[config.mk]
export PLATFORM = sky130hd
export DESIGN_NAME = bus_selftest_window
export DESIGN_NICKNAME = d
export VERILOG_FILES = /design/src/rtl/bst_pkg.sv /design/src/rtl/bst_test_table.sv /design/src/rtl/bst_write_match.sv /design/src/rtl/bst_read_mux.sv /design/src/rtl/bus_selftest_window.sv
export SDC_FILE = /design/constraint.sdc
export NUM_CORES = 1
export LEC_CHECK = 0
export BUFFER_PORTS_ARGS = -buffer_cell sky130_fd_sc_hd__buf_2
export CAP_MARGIN = 20
export CORE_AREA = 10 10 120 122
export DETAILED_ROUTE_END_ITERATION = 10
export DIE_AREA = 0 0 130 132
export SYNTH_ARGS = -nofsm -noshare
export SYNTH_HDL_FRONTEND = slang
export SYNTH_SLANG_ARGS = --single-unit
export TNS_END_PERCENT = 50
[constraint.sdc]
create_clock -name clk -period 6.1 [get_ports clk]
set_input_delay 0.305 -clock clk [delete_from_list [all_inputs] [get_ports clk]]
set_output_delay 0.305 -clock clk [all_outputs]
set_load 0.02 [all_outputs]
[src/rtl/bst_pkg.sv]
package bst_pkg;

    localparam int ADDR_W     = 12;
    localparam int DATA_W     = 32;
    localparam int LANES      = DATA_W / 8;
    localparam int NAME_BYTES = 16;
    localparam int NAME_W     = NAME_BYTES * 8;
    localparam int NAME_WORDS = NAME_BYTES / LANES;
    localparam int NAME_BASE  = 16;
    localparam int HDR_BYTES  = NAME_BASE + NAME_BYTES;
    localparam int NUM_TESTS  = 3;
    localparam logic [7:0] BAD_WIDTH = 8'h00;
    localparam logic [7:0] RESET_SEL = 8'hFF;

    typedef struct packed {
        logic              valid;
        logic [7:0]        width;
        logic [ADDR_W-1:0] offset;
        logic [DATA_W-1:0] data;
    } test_rec_t;

    function automatic test_rec_t lookup_test(input logic [7:0] num);
        test_rec_t r;
        r = '0;
        r.width = BAD_WIDTH;
        case (num)
            8'd0: begin r.valid = 1'b1; r.width = 8'd1; r.offset = 12'h041; r.data = 32'h0000_00A5; end
            8'd1: begin r.valid = 1'b1; r.width = 8'd2; r.offset = 12'h082; r.data = 32'h0000_BEEF; end
            8'd2: begin r.valid = 1'b1; r.width = 8'd4; r.offset = 12'h0C0; r.data = 32'hCAFE_F00D; end
            default: r = '0;
        endcase
        return r;
    endfunction

    function automatic logic [NAME_W-1:0] name_literal(input logic [7:0] num);
        case (num)
            8'd0:    return NAME_W'("byte-wr");
            8'd1:    return NAME_W'("half-wr");
            8'd2:    return NAME_W'("word-wr");
            default: return '0;
        endcase
    endfunction

    // Character idx of the label; literals are right-justified, first char highest.
    function automatic logic [7:0] name_char(input logic [7:0] num, input int idx);
        logic [NAME_W-1:0] lit;
        int n;
        lit = name_literal(num);
        n = 0;
        for (int i = 0; i < NAME_BYTES; i++) begin
            if (lit[8*i +: 8] != 8'h00) n++;
        end
        if (idx < n) return lit[8*(n-1-idx) +: 8];
        return 8'h00;
    endfunction

endpackage

[src/rtl/bst_test_table.sv]
module bst_test_table
    import bst_pkg::*;
(
    input  logic [7:0]        sel,
    output test_rec_t         rec,
    output logic [NAME_W-1:0] name
);

    assign rec = lookup_test(sel);

    for (genvar g = 0; g < NAME_BYTES; g++) begin : g_name
        assign name[8*g +: 8] = rec.valid ? name_char(sel, g) : 8'h00;
    end

    always_comb begin
        if (rec.valid) begin
            AST_WIDTH_LEGAL: assert (rec.width == 8'd1 || rec.width == 8'd2 || rec.width == 8'd4);
        end
    end

endmodule

[src/rtl/bst_write_match.sv]
module bst_write_match
    import bst_pkg::*;
(
    input  logic              wr_en,
    input  logic [ADDR_W-1:0] addr,
    input  logic [LANES-1:0]  be,
    input  logic [DATA_W-1:0] wdata,
    input  test_rec_t         rec,
    output logic              hit
);

    logic [1:0]        lane_sh;
    logic [LANES-1:0]  exp_be;
    logic [DATA_W-1:0] exp_lanes;
    logic [LANES-1:0]  lane_ok;
    logic              outside_hdr;

    assign lane_sh   = rec.offset[1:0];
    assign exp_lanes = rec.data << {lane_sh, 3'b000};

    always_comb begin
        case (rec.width)
            8'd1:    exp_be = 4'(4'b0001 << lane_sh);
            8'd2:    exp_be = 4'(4'b0011 << lane_sh);
            8'd4:    exp_be = 4'b1111;
            default: exp_be = 4'b0000;
        endcase
    end

    for (genvar g = 0; g < LANES; g++) begin : g_lane
        assign lane_ok[g] = !exp_be[g] || (wdata[8*g +: 8] == exp_lanes[8*g +: 8]);
    end

    assign outside_hdr = int'(addr) >= HDR_BYTES;

    assign hit = wr_en && rec.valid && outside_hdr && (addr == rec.offset)
              && (be == exp_be) && (&lane_ok);

endmodule

[src/rtl/bst_read_mux.sv]
module bst_read_mux
    import bst_pkg::*;
(
    input  logic [ADDR_W-3:0] word,
    input  test_rec_t         rec,
    input  logic [NAME_W-1:0] name,
    input  logic [DATA_W-1:0] cnt_ext,
    output logic [DATA_W-1:0] rd_val
);

    int w;
    assign w = int'(word);

    always_comb begin
        rd_val = '0;
        if (w == 0) begin
            rd_val = {16'h0000, rec.width, 8'h00};
        end else if (w == 1) begin
            rd_val = DATA_W'(rec.offset);
        end else if (w == 2) begin
            rd_val = rec.data;
        end else if (w == 3) begin
            rd_val = cnt_ext;
        end else if (w >= NAME_BASE / LANES && w < NAME_BASE / LANES + NAME_WORDS) begin
            rd_val = name[DATA_W*(w - NAME_BASE / LANES) +: DATA_W];
        end
    end

endmodule

[src/rtl/bus_selftest_window.sv]
module bus_selftest_window
    import bst_pkg::*;
#(
    parameter int CNT_W = 16
) (
    input  logic              clk,
    input  logic              rst_n,
    input  logic [ADDR_W-1:0] addr,
    input  logic [DATA_W-1:0] wdata,
    input  logic [LANES-1:0]  be,
    input  logic              wr_en,
    input  logic              rd_en,
    output logic [DATA_W-1:0] rdata
);

    localparam logic [CNT_W-1:0] CNT_MAX = '1;

    typedef struct packed {
        logic [7:0]        sel;
        logic [CNT_W-1:0]  cnt;
        logic [DATA_W-1:0] rdata;
    } state_t;

    state_t st_d, st_q;

    test_rec_t         rec;
    logic [NAME_W-1:0] name;
    logic              hit;
    logic              sel_wr;
    logic [DATA_W-1:0] rd_val;
    logic [DATA_W-1:0] cnt_ext;

    assign sel_wr  = wr_en && (addr[ADDR_W-1:2] == '0) && be[0];
    assign cnt_ext = DATA_W'(st_q.cnt);

    bst_test_table u_table (
        .sel  (st_q.sel),
        .rec  (rec),
        .name (name)
    );

    bst_write_match u_match (
        .wr_en (wr_en),
        .addr  (addr),
        .be    (be),
        .wdata (wdata),
        .rec   (rec),
        .hit   (hit)
    );

    bst_read_mux u_rmux (
        .word    (addr[ADDR_W-1:2]),
        .rec     (rec),
        .name    (name),
        .cnt_ext (cnt_ext),
        .rd_val  (rd_val)
    );

    always_comb begin
        st_d = st_q;
        if (sel_wr) begin
            st_d.sel = wdata[7:0];
            st_d.cnt = '0;
        end else if (hit && st_q.cnt != CNT_MAX) begin
            st_d.cnt = st_q.cnt + 1'b1;
        end
        if (rd_en) begin
            st_d.rdata = rd_val;
        end
    end

    always_ff @(posedge clk or negedge rst_n) begin
        if (!rst_n) begin
            st_q.sel   <= RESET_SEL;
            st_q.cnt   <= '0;
            st_q.rdata <= '0;
        end else begin
            st_q <= st_d;
        end
    end

    assign rdata = st_q.rdata;

    AST_RDATA_HOLD: assert property (@(posedge clk) disable iff (!rst_n)
        !rd_en |=> $stable(rdata));

    AST_SEL_CLEARS: assert property (@(posedge clk) disable iff (!rst_n)
        sel_wr |=> st_q.cnt == '0);

    AST_CNT_SATURATE: assert property (@(posedge clk) disable iff (!rst_n)
        (st_q.cnt == CNT_MAX && !sel_wr) |=> st_q.cnt == CNT_MAX);

    AST_UNSUP_FROZEN: assert property (@(posedge clk) disable iff (!rst_n)
        (!rec.valid && !sel_wr) |=> $stable(st_q.cnt));

    AST_HDR_NO_COUNT: assert property (@(posedge clk) disable iff (!rst_n)
        (wr_en && int'(addr) < HDR_BYTES && !sel_wr) |=> $stable(st_q.cnt));

    AST_CNT_STEP: assert property (@(posedge clk) disable iff (!rst_n)
        !sel_wr |=> (st_q.cnt == $past(st_q.cnt)) || (st_q.cnt == $past(st_q.cnt) + 1'b1));

endmodule

==> flow_summary.json, run 1 <==
{
  "status": "finished, final reports clean",
  "die_x_um": 130,
  "synth_ff_type": "dfrtp_1",
  "wl_per_cell_um": 19.2,
  "drive_gt1_share_pct": 20.4,
  "detail-route-antenna-nets": 0,
  "cts_tree": "done",
  "insertion_delay_ps": 300,
  "drc": 0,
  "clock.fmax_mhz": 192,
  "grt_max_degree": 56,
  "gr-total-overflow": 0,
  "post_cts_buffers": 0,
  "syn_to_final_growth_pct": 9.22,
  "routed_via_density": 5.83,
  "cts-buffers-inserted": 5,
  "track_usage_pct": 16.6,
  "final_nets": 662,
  "setup_viol": 0,
  "routed_wl_um": 14300,
  "synth_cells": 564,
  "antenna_cells": 0,
  "num_rows": 40,
  "worst_slack_ps": 902,
  "hpwl_um": 11100,
  "grt_pass1_wl_um": 23100,
  "skew_ps": 11.2,
  "crit_arrival_ps": 5420,
  "yosys_register_bits": 55,
  "synthesis.area_um2": 4490,
  "io_buffer_count": 83,
  "netlist.area_leader.share_pct": 26.2,
  "synth_area_leader_cell": "dfrtp_1",
  "rsz0062_at_grt": "false",
  "clkTransAtPathRegs_ps": 70,
  "worstSetupStartpointType": "flip-flop",
  "pin_count": 84,
  "critPathMaxFanout": 22,
  "cts_buffer_depth": 2,
  "grt_pass1_vias": 4395,
  "avgSynthCellArea_um2": 7.97,
  "worst_hold_slack_ps": 121,
  "dpl_worst_slack_ps": 961,
  "via_count": 4346,
  "worst_pin_slew_ps": 895,
  "hold_class": "input port to async pin",
  "drtIter0Drc": 312,
  "cts_root_buffer": "clkbuf_16",
  "first_pass_iters": 5,
  "htreeDepth": 2,
  "worstSetupEndpointType": "flip-flop",
  "ys_warn_count": 0,
  "core_area_um2": 11900,
  "synth_cell_type_count": 65,
  "fillers": 1225,
  "final-max-slew-violation-count": 0,
  "synth-seq-area-share_pct": 30.9,
  "crit_required_ps": 6320,
  "timing.final.crit_period_ps": 5200,
  "finalCritPeriodShare_pct": 85.2,
  "setup_tns_ps": 0,
  "antenna_found_initial": 0,
  "floorplan.initialDensity_pct": 37.7,
  "p_per_area_nw_per_um2": 177,
  "cap_violations": 0,
  "cts_sinks": 55,
  "finalHoldViolations": 0,
  "crit_type": "flip-flop to flip-flop",
  "ys_top_cells_by_area": "dfrtp_1 26%, nand2_1 6.2%, buf_4 5.5%",
  "place.gp.congestion": 0.944,
  "cts_hold_buf": 0,
  "async_flop_share_pct": 100,
  "dieArea_um2": 17200,
  "vdd_drop_max_v": 0.000103,
  "synth_edf_count": 0,
  "max_slew_margin_pct": 40.2,
  "die_h_um": 132,
  "cts_resized": 0,
  "power.leakage_nw": 2.35
}
==> state kept, by name, summed over array words and instances, names as in the netlist <==
| register | count |
|---|---|
| rdata | 31 |
| cnt_ext | 16 |
| st_q | 8 |
==> area by class of cell <==
cell class / count / area, um^2 / share of cell area [%]
Sequential cell: 55 / 1390 / 28.3
Clock buffer: 5 / 125 / 2.55
Clock inverter: 3 / 20.0 / 0.408
Timing Repair Buffer: 89 / 460 / 9.38
Tap cell: 147 / 184 / 3.75
Inverter: 27 / 101 / 2.07
Multi-Input combinational cell: 419 / 2630 / 53.6
==> worst max-delay path: stages (launching register included) <==
cell and delay, ps:
dfstp_2 770, a211oi_1 210, nand2_1 110, buf_4 190, clkinv_1 220, ha_1 340
and3_1 150, ha_1 310, and3_1 170, inv_1 70, ha_1 560, xnor2_1 260
inv_1 160, ha_1 200, nand4b_1 140, nor2_1 190, nand2_1 70, a2111oi_0 640
a221oi_1 170, o2bb2ai_1 180
==> kinds of logic (layout without fill, tap and decap cells) <==
kind of cell | count (synthesis) | after routing | synth area share (%)
and+or+nand+nor | 237 | 237 | 28.9
DFF | 55 | 55 | 30.9
xor gates and xnor gates | 8 | 8 | 1.56
buffers and inverters | 91 | 124 | 10.7
AOI/OAI and AO/OA | 147 | 147 | 21.6
muxes | 12 | 12 | 2.70
other | 1 | 2 | 0.0835
adders and majority gates | 13 | 13 | 3.62
==> metal layers <==
layer  GRT usage [%]  vias up  wire [um]  part of all wire (%)
met5               0        -          0                     0
met1            22.1     2086       6350                    44
met4            5.00        0        361                   2.5
met3            3.94       30       1010                   7.0
met2            25.7      163       6570                    46
li1                -     2067          -                     -
==> report_power, final <==
part	switching, mW	internal (mW)	leakage (nW)
combinational	0.136	0.0744	1.58
sequential	0.00305	0.368	0.710
clock	0.138	0.152	0.0658
total	0.277	0.594	2.35
==> through the flow <==
step / area, um^2 / total power [mW] / utilization [%] / cells
floorplan: 4500 / 0.513 / - / 565
global placement: 4760 / 0.588 / 40.0 / 737
detailed placement: 4760 / 0.585 / 40.0 / 737
CTS: 4910 / 0.875 / 41.2 / 745
global route: 4910 / 0.914 / 41.2 / 745
finish: 4910 / 0.871 / 41.2 / 745
==> synth_stat cells (all sizes together), types with 2 or more instances <==
master,number
a221oi,2
nand4,14
o22ai,2
nor2,41
nor4,13
nand2b,16
and4,3
a32oi,4
a31o,2
a22o,3
nand3,25
buf,40
inv,26
o2bb2ai,13
dfstp,8
a31oi,4
xnor2,6
o21bai,3
nor4b,6
nand4b,3
a21oi,33
mux2i,11
o211ai,4
o31ai,3
xor2,2
a311oi,2
clkbuf,24
nor4bb,3
and2,2
dfrtp,47
a21o,8
nand2,74
and3,10
a21boi,3
a2bb2oi,2
ha,13
o21ai,43
nor2b,5
a211oi,5
nor3,17
o32ai,4
==> worst paths after layout <==
| check | from | slack (ps) | cells past startpoint | to |
|---|---|---|---|---|
| min in group clk | wdata[7] | 200 | 3 | st_q[55]$_DFFE_PN1P_ |
| max in group asynchronous | rst_n | 5490 | 2 | rdata[1]$_DFFE_PN0P_ |
| min | rst_n | 120 | 2 | rdata[16]$_DFFE_PN0P_ |
| max reg2reg | st_q[49]$_DFFE_PN1P_ | 900 | 19 | rdata[9]$_DFFE_PN0P_ |
| min reg2reg | rdata[27]$_DFFE_PN0P_ | 470 | 1 | rdata[27]$_DFFE_PN0P_ |
| max | st_q[49]$_DFFE_PN1P_ | 900 | 19 | rdata[9]$_DFFE_PN0P_ |
==> cells in the final DEF, fill, tap and decap left out, types with 3 or more instances in the layout <==
cell type / instances
a211oi_1: 5
a21boi_0: 3
a21o_1: 8
a21oi_1: 33
a22o_1: 3
a31oi_1: 4
a32oi_1: 4
and3_1: 10
and4_1: 3
buf_2: 83
buf_4: 6
clkbuf_16: 5
dfrtp_1: 47
dfstp_2: 8
ha_1: 13
inv_1: 26
mux2i_1: 11
nand2_1: 74
nand2b_1: 16
nand3_1: 25
nand4_1: 13
nand4b_1: 3
nor2_1: 41
nor2b_1: 5
nor3_1: 12
nor3_2: 3
nor4_1: 10
nor4_4: 3
nor4b_1: 4
nor4bb_1: 3
o211ai_1: 4
o21ai_0: 42
o21bai_1: 3
o2bb2ai_1: 13
o31ai_1: 3
o32ai_1: 4
xnor2_1: 6
Power figures use the tool's default switching activity.
==> run 2, diff against run 1 <==
==> constraint.sdc (replaced) <==
create_clock -name clk -period 4.47 [get_ports clk]
set_input_delay 0.2235 -clock clk [delete_from_list [all_inputs] [get_ports clk]]
set_output_delay 0.2235 -clock clk [all_outputs]
set_load 0.02 [all_outputs]
==> run 2 against run 1 <==
Net effect: global-route usage down 0.37 points; power increased by 44%; count of clock-buffer cells in the layout up 1; combinational power grew 37%; clock power rose by 58%; clock skew decreased by 3.1 ps; maximum frequency rose by 26%; largest cell class unchanged; highest routed layer unchanged.
==> flow_summary.json, run 2 (synthesis gave the netlist of run 1 again) <==
{
  "use_met1_pct": 22.1,
  "post_cts_buffers": 0,
  "rrSetupSlack_ps": 330,
  "place_inst": 742,
  "skew_ps": 8.10,
  "p_per_area_nw_per_um2": 251,
  "worst_pin_slew_ps": 904,
  "drive_gt1_share_pct": 21.2,
  "seq_area_um2": 1390,
  "crit_type": "flip-flop to flip-flop",
  "final_nets": 667,
  "syn_to_final_growth_pct": 10.9,
  "vdd_drop_max_v": 0.000139,
  "fillers": 1226,
  "cts_hold_buf": 0,
  "die_x_um": 130,
  "cts_root_buffer": "clkbuf_16",
  "cp_cell_sequence": "a211oi_1 > nand2_1 > clkinv_1 > ha_1 > and3_1 > ha_1 > and3_1 > inv_1 > ha_1 > xnor2_1 > ha_1 > a21boi_0 > nor4_1 > o21bai_1 > a21o_1 > o21ai_0 > a32o_1",
  "largest_reg_flops": 31,
  "place.gp.congestion": 0.963,
  "num_rows": 40,
  "grt_pass1_wl_um": 22600,
  "hpwl_um": 11000,
  "setup_tns_ps": 0,
  "floorplan.initialDensity_pct": 37.7,
  "finalCritPeriodShare_pct": 92.6,
  "cts_sinks": 55,
  "finalHoldViolations": 0,
  "multi_input_area_um2": 2640,
  "cts_tree": "done",
  "use_met3_pct": 3.22,
  "grt_pass1_vias": 4249,
  "worstSetupStartpointType": "flip-flop",
  "setup_viol": 0,
  "routed_wl_um": 14300,
  "die_h_um": 132,
  "dieArea_um2": 17200,
  "slowest_delay_ps": 740,
  "fin_area_um2": 4980,
  "critPathMaxFanout": 18,
  "io_buffer_count": 83,
  "wl_per_cell_um": 19.1,
  "detail-route-antenna-nets": 0,
  "timing.final.crit_period_ps": 4140,
  "core_area_um2": 11900,
  "via_count": 4333,
  "hold_class": "input port to async pin",
  "grt_max_degree": 56,
  "worst_slack_ps": 333,
  "crit_arrival_ps": 4310,
  "finalNonFillerCells": 750,
  "cap_violations": 0,
  "pin_count": 84,
  "max_slew_margin_pct": 39.6,
  "drc": 0,
  "routed_via_density": 5.78,
  "cp_slowest_cell": "dfstp_4",
  "cts_buffer_depth": 2,
  "htreeDepth": 2,
  "antenna_cells": 0,
  "final-max-slew-violation-count": 0,
  "grt_most_used_layer": "met2",
  "cp_common_cell": "ha_1",
  "top_register": "rdata",
  "dpl_worst_slack_ps": 316,
  "cts_resized": 0,
  "first_pass_iters": 5,
  "power.leakage_nw": 2.40,
  "dpl-instance-area_um2": 4800,
  "worst_hold_slack_ps": 58.3,
  "crit_required_ps": 4650,
  "clock.fmax_mhz": 242,
  "track_usage_pct": 16.2,
  "status": "finished, final reports clean",
  "gr-total-overflow": 0,
  "drtIter0Drc": 365,
  "antenna_found_initial": 0,
  "clkTransAtPathRegs_ps": 70,
  "cts-buffers-inserted": 5,
  "final_cell_mix": "83 x buf_2, 74 x nand2_1, 47 x dfrtp_1, 42 x o21ai_0, 41 x nor2_1",
  "worstSetupEndpointType": "flip-flop",
  "post-route-util_pct": 41.8,
  "use_met2_pct": 25.9,
  "insertion_delay_ps": 290,
  "rsz0062_at_grt": "false",
  "final_common_cell": "buf_2",
  "total_power_mw": 1.25
}
-- run 2: per-layer routing --
| layer | routed length [um] | vias up | share of wire, % |
|---|---|---|---|
| li1 | - | 2088 | - |
| met1 | 6390 | 2061 | 45 |
| met2 | 6700 | 163 | 47 |
| met3 | 1000 | 21 | 7.0 |
| met4 | 228 | 0 | 1.6 |
| met5 | 0 | - | 0 |
-- run 2: cell type report --
type	count	share of cell area [%]
clock buffers	6	2.79
clock inverters	2	0.703
inverters	27	2.03
multi-input cells	419	52.9
flip-flops and latches	55	27.9
well taps	147	3.69
repair buffers	94	9.99
-- run 2: critical path, delay by kind of cell (launching register included) --
family	cells	cell delay (ps)
buf+inv	2	160
flops	1	740
fa+ha+maj	4	1000
xor+xnor	1	210
compound gates	6	1320
simple gates	4	580
-- run 2: power by group --
part           internal (mW)  total, mW  switching [mW]
sequential             0.502      0.505         0.00340
clock                  0.279      0.459           0.180
combinational          0.104      0.288           0.185
-- run 2: final timing paths --
kind,from,depth (start not counted),endpoint
worst min register to register,rdata[27]$_DFFE_PN0P_,1,rdata[27]$_DFFE_PN0P_
worst max-delay path,st_q[48]$_DFFE_PN1P_,17,rdata[20]$_DFFE_PN0P_
worst max register to register,st_q[48]$_DFFE_PN1P_,17,rdata[20]$_DFFE_PN0P_
max in group asynchronous,rst_n,2,cnt_ext[1]$_DFFE_PN0P_
min in group clk,wdata[7],3,st_q[55]$_DFFE_PN1P_
worst min-delay path,rst_n,2,rdata[19]$_DFFE_PN0P_
